**src/rtl/smbus_blkreg_slave.sv**
```systemverilog
module smbus_blkreg_slave #(
  parameter logic [6:0] DEV_ADDR = 7'h69,
  parameter int NUM_REGS = 7,
  parameter logic [8*NUM_REGS-1:0] REG_INIT = 56'h07_F3_A5_00_FF_3C_81
) (
  input  logic                  clk,
  input  logic                  rst_n,
  input  logic                  scl_i,
  input  logic                  sda_i,
  output logic                  sda_oe,
  output logic [8*NUM_REGS-1:0] regs_o
);
  localparam int SAT = NUM_REGS + 2;
  localparam int CW  = $clog2(SAT + 1);

  typedef enum logic [2:0] {S_IDLE, S_ADDR, S_AACK, S_RX, S_WACK, S_TX, S_MACK} st_t;

  st_t st;
  logic [2:0] scl_s, sda_s;
  logic [7:0] sh, txsh, nxt;
  logic [3:0] bitcnt;
  logic [CW-1:0] bytecnt;
  logic rd, nack;
  logic [8*NUM_REGS-1:0] regs_q;
  int wr_idx, rd_idx;

  always_ff @(posedge clk or negedge rst_n)
    if (!rst_n) begin
      scl_s <= 3'b111;
      sda_s <= 3'b111;
    end else begin
      scl_s <= {scl_s[1:0], scl_i};
      sda_s <= {sda_s[1:0], sda_i};
    end

  wire scl_q    = scl_s[1];
  wire sda_q    = sda_s[1];
  wire scl_rise = scl_s[1] & ~scl_s[2];
  wire scl_fall = ~scl_s[1] & scl_s[2];
  wire start_c  = scl_s[1] & scl_s[2] & sda_s[2] & ~sda_s[1];
  wire stop_c   = scl_s[1] & scl_s[2] & ~sda_s[2] & sda_s[1];

  assign wr_idx = int'(bytecnt) - 2;
  assign rd_idx = int'(bytecnt);
  assign nxt    = (rd_idx < NUM_REGS) ? regs_q[8*rd_idx +: 8] : 8'hFF;
  assign regs_o = regs_q;

  always_ff @(posedge clk or negedge rst_n)
    if (!rst_n) begin
      st      <= S_IDLE;
      sh      <= '0;
      txsh    <= '0;
      bitcnt  <= '0;
      bytecnt <= '0;
      rd      <= 1'b0;
      nack    <= 1'b0;
      sda_oe  <= 1'b0;
      regs_q  <= REG_INIT;
    end else if (start_c) begin
      st      <= S_ADDR;
      bitcnt  <= '0;
      bytecnt <= '0;
      sda_oe  <= 1'b0;
    end else if (stop_c) begin
      st     <= S_IDLE;
      sda_oe <= 1'b0;
    end else begin
      case (st)
        S_ADDR, S_RX: begin
          if (scl_rise) begin
            sh     <= {sh[6:0], sda_q};
            bitcnt <= bitcnt + 4'd1;
          end else if (scl_fall && bitcnt == 4'd8) begin
            bitcnt <= '0;
            if (st == S_ADDR) begin
              if (sh[7:1] == DEV_ADDR) begin
                rd     <= sh[0];
                sda_oe <= 1'b1;
                st     <= S_AACK;
              end else begin
                st <= S_IDLE;
              end
            end else begin
              if (wr_idx >= 0 && wr_idx < NUM_REGS) regs_q[8*wr_idx +: 8] <= sh;
              if (bytecnt != CW'(SAT)) bytecnt <= bytecnt + 1'b1;
              sda_oe <= 1'b1;
              st     <= S_WACK;
            end
          end
        end
        S_AACK: if (scl_fall) begin
          if (rd) begin
            txsh   <= 8'(NUM_REGS);
            sda_oe <= ~(8'(NUM_REGS) >> 7);
            st     <= S_TX;
          end else begin
            sda_oe <= 1'b0;
            st     <= S_RX;
          end
        end
        S_WACK: if (scl_fall) begin
          sda_oe <= 1'b0;
          st     <= S_RX;
        end
        S_TX: begin
          if (scl_rise) bitcnt <= bitcnt + 4'd1;
          else if (scl_fall) begin
            if (bitcnt == 4'd8) begin
              bitcnt <= '0;
              sda_oe <= 1'b0;
              st     <= S_MACK;
            end else begin
              txsh   <= {txsh[6:0], 1'b0};
              sda_oe <= ~txsh[6];
            end
          end
        end
        S_MACK: begin
          if (scl_rise) nack <= sda_q;
          else if (scl_fall) begin
            if (nack) st <= S_IDLE;
            else begin
              txsh   <= nxt;
              sda_oe <= ~nxt[7];
              if (bytecnt != CW'(SAT)) bytecnt <= bytecnt + 1'b1;
              st     <= S_TX;
            end
          end
        end
        default: ;
      endcase
    end

  p_oe_on_low_scl_r11: assert property (@(posedge clk) disable iff (!rst_n)
    $rose(sda_oe) |-> !scl_q);

  p_quiet_while_host_sends_r3: assert property (@(posedge clk) disable iff (!rst_n)
    (st == S_RX && scl_rise) |-> !sda_oe);

  p_regs_only_from_data_r2: assert property (@(posedge clk) disable iff (!rst_n)
    $changed(regs_q) |-> ($past(st) == S_RX && $past(bytecnt) >= CW'(2)));

  p_count_first_r5: assert property (@(posedge clk) disable iff (!rst_n)
    ($past(st) == S_AACK && st == S_TX) |-> txsh == 8'(NUM_REGS));

  p_idle_released_r8: assert property (@(posedge clk) disable iff (!rst_n)
    st == S_IDLE |-> !sda_oe);
endmodule

```
**config.mk**
```make
export PLATFORM = sky130hd
export DESIGN_NAME = smbus_blkreg_slave
export DESIGN_NICKNAME = d
export VERILOG_FILES = /design/src/rtl/smbus_blkreg_slave.sv
export SDC_FILE = /design/constraint.sdc
export NUM_CORES = 1
export LEC_CHECK = 0
export BUFFER_PORTS_ARGS = -buffer_cell sky130_fd_sc_hd__buf_2
export CORE_MARGIN = 5
export CORE_UTILIZATION = 35
export CTS_CLUSTER_DIAMETER = 50
export DETAILED_ROUTE_END_ITERATION = 12
export PLACE_DENSITY = 0.5
export SLEW_MARGIN = 5
export SYNTH_ARGS = -nofsm -noshare
export SYNTH_HDL_FRONTEND = slang
export SYNTH_SLANG_ARGS = --single-unit
```
**constraint.sdc**
```tcl
create_clock -name clk -period 5.4 [get_ports clk]
set_clock_uncertainty 0.05 [all_clocks]
set_input_delay 0.54 -clock clk [delete_from_list [all_inputs] [get_ports clk]]
set_output_delay 0.54 -clock clk [all_outputs]
set_load 0.05 [all_outputs]
```
# Word-level counts from Yosys, hierarchy flattened

Cells that the tools add are included.

Register bits: 91
Input port bits: 4
Output and inout port bits: 57
Word-level logic and storage cells: 153

Add/sub/neg operators: 4
$lt $le $gt $ge: 3
Eq/ne operators: 38
Shifts and indexed selects: 3
Muxes and demuxes: 61
Bitwise gates (word level): 17
Reduce and logical (&&, ||, !) cells: 16

Operators by type and width:

| cell                                                                     | number |
|---|---|
| 4-bit two-way mux                                                        | 16 |
| 56-bit bitwise mux                                                       | 1 |
| 7-bit two-way mux                                                        | 8 |
| 4-bit inequality test (second input constant)                            | 14 |
| 8-bit by 33-bit variable shift with 56-bit output (first input constant) | 1 |
| 56-bit by 8-bit variable part select with 8-bit output                   | 1 |
| 8-bit by 33-bit variable part select with 56-bit output                  | 1 |
| 3-bit two-way mux                                                        | 14 |
| 8-bit negation with 33-bit output                                        | 1 |
| 11-bit AND reduction                                                     | 2 |
| 7-bit case mux with 3 select lines                                       | 1 |
| 2-bit inequality test (second input constant)                            | 9 |
| 3-bit inequality test (second input constant)                            | 6 |
| 4-bit case mux with 2 select lines                                       | 2 |
| 1-bit two-way mux                                                        | 15 |
| 3-bit case mux with 5 select lines                                       | 1 |
| 7-bit AND reduction                                                      | 2 |
| 1-bit NOT                                                                | 10 |
| 10-bit AND reduction                                                     | 1 |
| 3-bit == test (second input constant)                                    | 3 |
| 3-bit nonzero test                                                       | 3 |
| 4-bit by 1-bit adder with 4-bit output (second input constant)           | 2 |
| 8-bit two-way mux                                                        | 1 |
| 4-bit AND reduction                                                      | 2 |
| other kinds (17)                                                         | 25 |

# Logic depth before layout (Yosys ltp)

Gate-level depths: netlist (run 1).

Depth after elaboration: 9
Mapped depth: 14
Mapped depth without buffers: 11

# Worst setup path before layout (run 1)

Ideal clock, no wire load.

Kind: reg-to-reg
From: register bytecnt[1]
To: register regs_q[51] (netlist: regs_o[51])
Setup time: 0.125 ns
Arrival: 3.670 ns
Data required time: 5.225 ns
Slack: 1.555 ns
Stages on the path, launching flop included: 15
Buffers on the path: 3
Period minus slack after synthesis: 3.845 ns
Path through: dfrtp_1 > clkbuf_1 > buf_2 > inv_1 > ha_1 > xnor2_4 > and3_1 > nand2_1 > ha_1 > and4bb_1 > nand4_1 > o41ai_4 > and4_1 > buf_6 > mux2_2

Word-level cells in the longest chain between the ends: 4
Elaborated cells on any way between the ends: 9
Classes of those cells: add/sub: 2; order compare: 2; shift: 2; mux: 1; reduce/logical: 2

Ends and longest elaborated chain:

| what                                                                                  | line | text |
|---|---|---|
| start: declaration                                                                    | 22   | `logic [CW-1:0] bytecnt;` |
| start signal: assignment                                                              | 85   | `if (bytecnt != CW'(SAT)) bytecnt <= bytecnt + 1'b1;` |
| start signal: assignment                                                              | 125  | `if (bytecnt != CW'(SAT)) bytecnt <= bytecnt + 1'b1;` |
| 4-bit by 2-bit subtractor with 5-bit output (*)                                       | 43   | `assign wr_idx = int'(bytecnt) - 2;` |
| 8-bit negation with 33-bit output, or another cell as far along                       | 84   | `if (wr_idx >= 0 && wr_idx < NUM_REGS) regs_q[8*wr_idx +: 8] <= sh;` |
| 8-bit by 33-bit variable part select with 56-bit output, or another cell as far along | 84   |  |
| 56-bit bitwise mux or 7-bit AND reduction (tied branches)                             | --   |  |
| end signal: indexed assignment                                                        | 84   |  |
| end: declaration                                                                      | 24   | `logic [8*NUM_REGS-1:0] regs_q;` |

Mark *: on every way between the ends. The rest lies on a longest branch, timed or not.
A chain may end at the register's enable or synchronous reset.

# Worst setup path after layout (run 1)

From: register bytecnt[2]
To: register regs_q[17] (netlist: regs_o[17])

Same word-level chain as after synthesis.

==> results.txt, run 1 <==
Clock period minus final worst setup slack: 4034 ps
Clock share of power: 25.0%
Post-route cell area: 5886 sq um
Post-synth cell types: 64
Max Freq: 0.2479 GHz
Leak: 2.788 nW
CP max-delay cell: and4_1
Crit-path max cell delay: 560 ps
DRC errors left: 0
GRT Total Usage: 16.37%
Worst Path Buf+Inv: 1
Yosys reg bits: 91
Vias per std cell: 5.517
Setup TNS: 0 ps
Synthesized Nets: 469
Combinational power share: 37.6%
Status: finished, final reports clean
Int Pwr: 1.462 mW
# diodes: 0
CP Data Arrival Time: 4260 ps
Top Family by Delay on Critical Path: simple AND/OR/NAND/NOR gates
Syn-to-layout area delta: 14.48%
Vias in the first global route: 3898
Antenna violations before repair: 0
Final setup fails: 0
CP most frequent cell: ha_1
Synth area leader: dfrtp_1
Clk slew on worst S/H paths: 70 ps
Post-Syn Area: 5141 sq um
Post-Syn Area per Cell: 11.58 sq um
Sequential cell area fraction in the yosys report: 45.10%
CP required: 5630 ps
CTS tree: done
Tightest Hold Check Type: primary input to async pin
Antenna viol nets, final: 0
Reg2Reg Depth: 11
Pre-Repair DR Iteration Count: 4
Slew @ Worst Pin: 1026 ps
WL final: 13990 um
CP Class: register to register
Sequential Power Share: 37.3%
H-tree depth: 3
Port bufs: 60
Initial Utilization: 35.51%
Die H: 131.2 um
Routed vias: 3785
Root Driver: clkbuf_16
CTS Buf Count: 9
Chip width: 131.2 um
CTS sink cnt: 91
Cell row count: 44
Ys flop type: dfrtp_1
Final Max Tran Viols: 0
Initial drt markers: 298
Crit Path Max Fanout: 15
Slew headroom: 31.48%
Top post-synthesis cells by area: dfrtp_1 (28%), dfstp_2 (17%), mux2_2 (15%)
WL/cell: 20.39 um
Peak VDD IR: 0.2154 mV
Fraction of layout cells with a size suffix above 1: 40.24%
Synth Instances: 444
Net Sw Power: 0.9876 mW
Pwr per Cell Area: 416.2 nW/um^2
Hold_buf cts: 0
Critical path origin: bytecnt[2]
Post-CTS Resized: 0
CP startpoint kind: register
Ys Warns: 0
CP Capture Type: register
Area share of the largest cell type after synthesis: 28.23%
Largest net degree at the start of global routing: 53
DP Area: 5605 sq um
Dpl hpwl: 9911 um
CORE AREA: 14480 sq um
Maxcap violations: 0
Final period util: 74.71%
CTS max path bufs: 2
Post-synth EDFFs: 0
DIE AREA: 17210 sq um
Setup Buffers After CTS: 0
Placer Congestion: 0.8021
Sw Ratio: 40.32%
Layout Nets: 522
Grt ovf: 0
First-pass GRT wire length: 22410 um
Reg-to-Reg Start: bytecnt[2]
Worst-Skew Late Latency: 350 ps
Crit path depth: 11
RSZ-0062 raised after global routing: false
Ys async rst share: 100.0%
Cells along the critical path: inv_1 > ha_1 > xnor2_4 > and3_1 > nand2_1 > ha_1 > and4bb_1 > nand4_1 > o41ai_4 > and4_1 > mux2_2
Ports: 61
Fin. Hold Viols: 0
==> placed cells by master, fill, tap and decap left out, types with 2 or more instances in the layout <==
| cell type | instances |
|---|---|
| dfstp_2 | 33 |
| o21bai_1 | 3 |
| a221oi_1 | 2 |
| inv_1 | 21 |
| and2_1 | 6 |
| nand2b_1 | 5 |
| nand2_1 | 36 |
| o31ai_1 | 3 |
| a21oi_1 | 10 |
| nand4_4 | 2 |
| nor2b_1 | 5 |
| nand3b_1 | 3 |
| clkinv_2 | 2 |
| buf_2 | 59 |
| o22ai_1 | 3 |
| nand4_1 | 4 |
| nor4b_1 | 2 |
| and4_1 | 2 |
| o2bb2ai_1 | 2 |
| ha_1 | 21 |
| xor2_1 | 2 |
| o21ai_0 | 11 |
| nand3_1 | 10 |
| mux2i_1 | 8 |
| a221o_1 | 6 |
| mux2_2 | 69 |
| buf_4 | 6 |
| a31oi_1 | 7 |
| clkbuf_16 | 9 |
| nor2_1 | 22 |
| nor3_1 | 3 |
| o211ai_1 | 10 |
| and3_1 | 13 |
| and4b_1 | 2 |
| dfrtp_1 | 58 |
| mux4_2 | 8 |
| and3b_1 | 2 |
==> logic make-up (layout without fill, tap and decap cells) <==
family	count (synthesis)	in the layout	share of synthesized area, %
AO/OA/AOI/OAI	74	74	10.85
XOR/XNOR	5	5	1.363
adder cells (fa/ha/maj)	21	21	5.111
buffers and inverters	44	102	3.724
flip-flops	91	91	45.10
multiplexers	85	85	20.18
AND/OR/NAND/NOR	124	124	13.68
==> power groups by stage <==
stage               registers (mW)  logic, mW  clock network (mW)
floorplan                    0.852      0.751                   0
global placement             0.925      0.907                   0
detailed placement           0.926      0.919                   0
CTS                          0.915      0.926               0.634
global route                 0.933       1.03               0.660
finish                       0.915      0.922               0.613
==> flip-flops by register name, indices dropped and copies added, names as in the netlist <==
| name | cells |
|---|---|
| nack | 1 |
| rd | 1 |
| st | 3 |
| regs_o | 56 |
| sda_oe | 1 |
| txsh | 7 |
| sh | 8 |
| sda_s | 3 |
| scl_s | 3 |
| bitcnt | 4 |
| bytecnt | 4 |
==> layer usage <==
metal,track usage [%],part of all wire (%),up-vias
li1,-,-,1730
met1,21.60,45,1940
met2,25.85,48,96
met3,4.702,4.6,19
met4,5.543,2.4,0
met5,0,0,-
==> final timing paths <==
check	end	slack, ps
hold reg to reg	scl_s[1]	310
min in group clk	scl_s[0]	240
setup / recovery	regs_o[17]	1370
max in group asynchronous	regs_o[4]	4120
hold / removal	sh[0]	110
setup reg to reg	regs_o[17]	1370
==> synth_stat cells (all sizes together) (2+ instances only) <==
| master | number |
|---|---|
| mux2 | 69 |
| dfrtp | 58 |
| nand2 | 36 |
| dfstp | 33 |
| nor2 | 22 |
| ha | 21 |
| inv | 21 |
| clkbuf | 14 |
| and3 | 13 |
| o21ai | 11 |
| a21oi | 10 |
| nand3 | 10 |
| o211ai | 10 |
| buf | 9 |
| mux2i | 8 |
| mux4 | 8 |
| a31oi | 7 |
| a221o | 6 |
| and2 | 6 |
| nand4 | 6 |
| nand2b | 5 |
| nor2b | 5 |
| a221oi | 3 |
| nand3b | 3 |
| nor3 | 3 |
| o21bai | 3 |
| o22ai | 3 |
| o31ai | 3 |
| xor2 | 3 |
| and3b | 2 |
| and4 | 2 |
| and4b | 2 |
| and4bb | 2 |
| nor4 | 2 |
| nor4b | 2 |
| o2bb2ai | 2 |
| xnor2 | 2 |
==> stage by stage <==
stage	instances	hold slack (ps)	util (%)	power, mW	setup WS, ps
6_report	686	114.8	40.65	2.450	1366
5_1_grt	686	148.8	40.65	2.618	1111
4_1_cts	686	121.4	40.65	2.475	1349
3_5_place_dp	670	299.7	38.71	1.845	1360
3_3_place_gp	670	299.6	38.71	1.832	1482
2_1_floorplan	444	194.4	-	1.603	1555
==> cell type report <==
cell class,count,area [sq um]
flip-flops and latches,91,2318
repair buffers,65,340.3
well taps,184,230.2
clock inverters,5,37.54
multi-input cells,309,2638
inverters,21,78.83
clock buffers,11,242.7
fillers,1393,8593
Note: power is estimated with default switching activity, not from simulation.
==> run 2, diff against run 1 <==
--- a/config.mk
+++ b/config.mk
@@ -5,12 +5,13 @@
 export SDC_FILE = /design/constraint.sdc
 export NUM_CORES = 1
 export LEC_CHECK = 0
+export ABC_AREA = 1
 export BUFFER_PORTS_ARGS = -buffer_cell sky130_fd_sc_hd__buf_2
 export CORE_MARGIN = 5
 export CORE_UTILIZATION = 35
 export CTS_CLUSTER_DIAMETER = 50
 export DETAILED_ROUTE_END_ITERATION = 12
-export PLACE_DENSITY = 0.5
+export PLACE_DENSITY = 0.51
 export SLEW_MARGIN = 5
 export SYNTH_ARGS = -nofsm -noshare
 export SYNTH_HDL_FRONTEND = slang
==> constraint.sdc (replaced) <==
create_clock -name clk -period 3.39 [get_ports clk]
set_clock_uncertainty 0.05 [all_clocks]
set_input_delay 0.339 -clock clk [delete_from_list [all_inputs] [get_ports clk]]
set_output_delay 0.339 -clock clk [all_outputs]
set_load 0.05 [all_outputs]
==> run 2 against run 1 <==
Fmax up 33%. Sequential cell count stayed put. Sequential power grew 49%. Combinational power is 110% higher. Register-to-register slack worse by 1000 ps. Non-clock buffer count rose by 5. Synthesized cell count grew 74%. Clock power is 88% higher. Via count rose by 41%. Critical path type unchanged. Power grew 83%. Sequential share of layout area is 3.7 points lower.
==> results.txt, run 2 <==
Status: finished, final reports clean
Ys Warns: 0 (unchanged)
First-pass GRT wire length: 28830 um (+29%)
Clk slew on worst S/H paths: 70 ps (about the same)
Top post-synthesis cells by area: dfrtp_1 (26%), nand2_1 (20%), dfstp_2 (16%)
Syn-to-layout area delta: 16.22%
Root Driver: clkbuf_16
Ys flop type: dfrtp_1
Crit Path Max Fanout: 18 (+3)
CTS sink cnt: 91 (unchanged)
Hold WS: 29.21 ps (-85.60 ps)
Placer Congestion: 0.9118 (+14%)
GRT Total Usage: 20.32% (+3.9 points)
Peak VDD IR: 0.3954 mV (+84%)
Maxcap violations: 0 (unchanged)
Tightest Hold Check Type: primary input to register
Grt ovf: 0 (unchanged)
Dpl hpwl: 13590 um (+37%)
Synth area leader: dfrtp_1
Vias per std cell: 5.065 (-8.2%)
RSZ-0062 raised after global routing: false
Final period util: 89.63% (+15 points)
Most frequent cells in the layout: nand2_1 (291), nand3_1 (75), inv_1 (63)
Cell row count: 46 (+4.5%)
Pwr per Cell Area: 691.1 nW/um^2 (+66%)
H-tree depth: 3 (unchanged)
Fraction of layout cells with a size suffix above 1: 19.62% (-21 points)
Clock period minus final worst setup slack: 3038 ps (-995.9 ps)
Max Freq: 0.3291 GHz (+33%)
Initial Utilization: 35.42% (-0.091 points)
Antenna viol nets, final: 0 (unchanged)
Slew headroom: 59.66% (+28 points)
Layout Nets: 861 (+65%)
WL/cell: 17.09 um (-16%)
Sequential cell area fraction in the yosys report: 41.51% (-3.6 points)
Vias in the first global route: 5205 (+34%)
CP required: 3580 ps (-2050 ps)
Hold Path Stages: 1
Leak: 3.398 nW (+22%)
Setup TNS: 0 ps (unchanged)
Final Max Tran Viols: 0 (unchanged)
DIE AREA: 18580 sq um (+8.0%)
HP Start: scl_i
CP startpoint kind: register
Die H: 136.3 um (+3.9%)
Largest net degree at the start of global routing: 40 (-25%)
R2R Path End: regs_o[25]
Yosys reg bits: 91 (unchanged)
CTS max path bufs: 2 (unchanged)
CP Class: register to register
# diodes: 0 (unchanged)
Final setup fails: 0 (unchanged)
DRC errors left: 0 (unchanged)
Worst-Skew Late Latency: 360 ps (about the same)
Slew @ Worst Pin: 603.6 ps (-422.2 ps)
Count leader, synth: nand2_1
Reg2Reg Depth: 18 (+7)
Fin worst setup slack: 351.5 ps (-1014 ps)
Post-synth cell types: 38 (-41%)
Post-synth EDFFs: 0 (unchanged)
Port bufs: 60 (unchanged)
Initial drt markers: 467 (+57%)
CTS Buf Count: 9 (unchanged)
Fill cell count: 1689 (+21%)
Post-Syn Area per Cell: 7.244 sq um (-37%)
Ports: 61 (unchanged)
Post-Syn Area: 5585 sq um (+8.6%)
Most common cell after layout, fill and taps aside: nand2_1
Largest register FFs: 56 (unchanged)
Routed vias: 5354 (+41%)
Hold Path Sink: scl_s[0]
CP Data Arrival Time: 3230 ps (-1030 ps)
CP Capture Type: register
Reg-to-Reg Start: bytecnt[2]
Pre-CTS WS: 345.8 ps (-1014 ps)
Reg2reg setup slack: 350 ps (-1010 ps)
Area share of the largest cell type after synthesis: 25.99% (-2.2 points)
Synth top cells by count: nand2_1 (291), nand3_1 (75), inv_1 (64)
Synthesized Nets: 796 (+70%)
CTS tree: done
Ys async rst share: 100.0% (unchanged)
Synth Instances: 771 (+74%)
Pre-Repair DR Iteration Count: 7 (+3)
WL final: 18060 um (+29%)
Antenna violations before repair: 0 (unchanged)
Fin. Hold Viols: 0 (unchanged)
CORE AREA: 15770 sq um (+8.9%)
Chip width: 136.3 um (+3.9%)
[run 2: critical path: stages, from the launching register on]
cell and delay, ps:
dfrtp_1 380, inv_2 190, ha_1 240, inv_1 70
nand2_1 150, nand2_1 160, nor2_1 170, nand2_1 80
ha_1 310, inv_1 60, nand2_1 50, nor2_1 90
nand3_1 70, nand2_1 120, nand2_1 140, nor2_8 250
nand2_2 180, nand2_1 100, nand2_1 50
[run 2: worst max path at each step]
stage          slack, ps          to  cells past startpoint       start
4_1_cts              340  regs_o[36]                     17  bytecnt[2]
6_report             350  regs_o[25]                     18  bytecnt[2]
3_3_place_gp         490  regs_o[34]                     17  bytecnt[2]
3_5_place_dp         350  regs_o[36]                     17  bytecnt[2]
2_1_floorplan        200  regs_o[51]                     19  bytecnt[1]
5_1_grt               20  regs_o[39]                     16  bytecnt[2]
[run 2: cells by family (layout without fill, tap and decap cells)]
kind of cell / after synthesis / count (layout) / share of synthesized area (%)
AOI/OAI and AO/OA: 73 / 73 / 6.810
buffers and inverters: 95 / 165 / 6.788
DFF: 91 / 91 / 41.51
and+or+nand+nor: 489 / 489 / 39.87
xor gates and xnor gates: 2 / 2 / 0.3137
adders and majority gates: 21 / 21 / 4.704
[run 2: layer usage]
metal	track usage (%)	wire [um]	part of all wire, %	vias to the layer above
met3	4.034	895	5.0	29
li1	-	-	-	2604
met5	0	0	0	-
met2	32.53	8567	47	147
met1	27.33	8134	45	2574
met4	7.279	465	2.6	0
[run 2: report_power, final]
group	internal (mW)	switching, mW	leakage [nW]	total, mW
clock	0.676	0.472	0.165	1.15
combinational	0.564	1.41	2.11	1.97
sequential	1.21	0.154	1.12	1.36
[run 2: metrics by stage]
stage                     util, %  power, mW  area [sq um]  cells
after detailed placement    38.99      3.334          6148   1040
after global routing        41.16      4.821          6491   1057
after CTS                   41.16      4.503          6491   1057
after global placement      38.99      3.296          6148   1040
after floorplan                 -      2.779          5585    771
final                       41.16      4.486          6491   1057
[run 2: final cells by class]
cell class                      instances  area (sq um)  share of cell area [%]
Inverter                               79         301.5                   4.645
Timing Repair Buffer                   70         380.4                   5.860
Tap cell                              216         270.3                   4.163
Clock inverter                          6         93.84                   1.446
Sequential cell                        91          2318                   35.72
Clock buffer                           10         239.0                   3.682
Multi-Input combinational cell        585          2888                   44.49
[run 2: repair_timing]
action                                 CTS  global route
setup endpoints to repair                0             7
endpoints found under the hold margin   27             0
setup buffers                            0             0
gates resized for setup                  0             1
hold buffers                             1             0
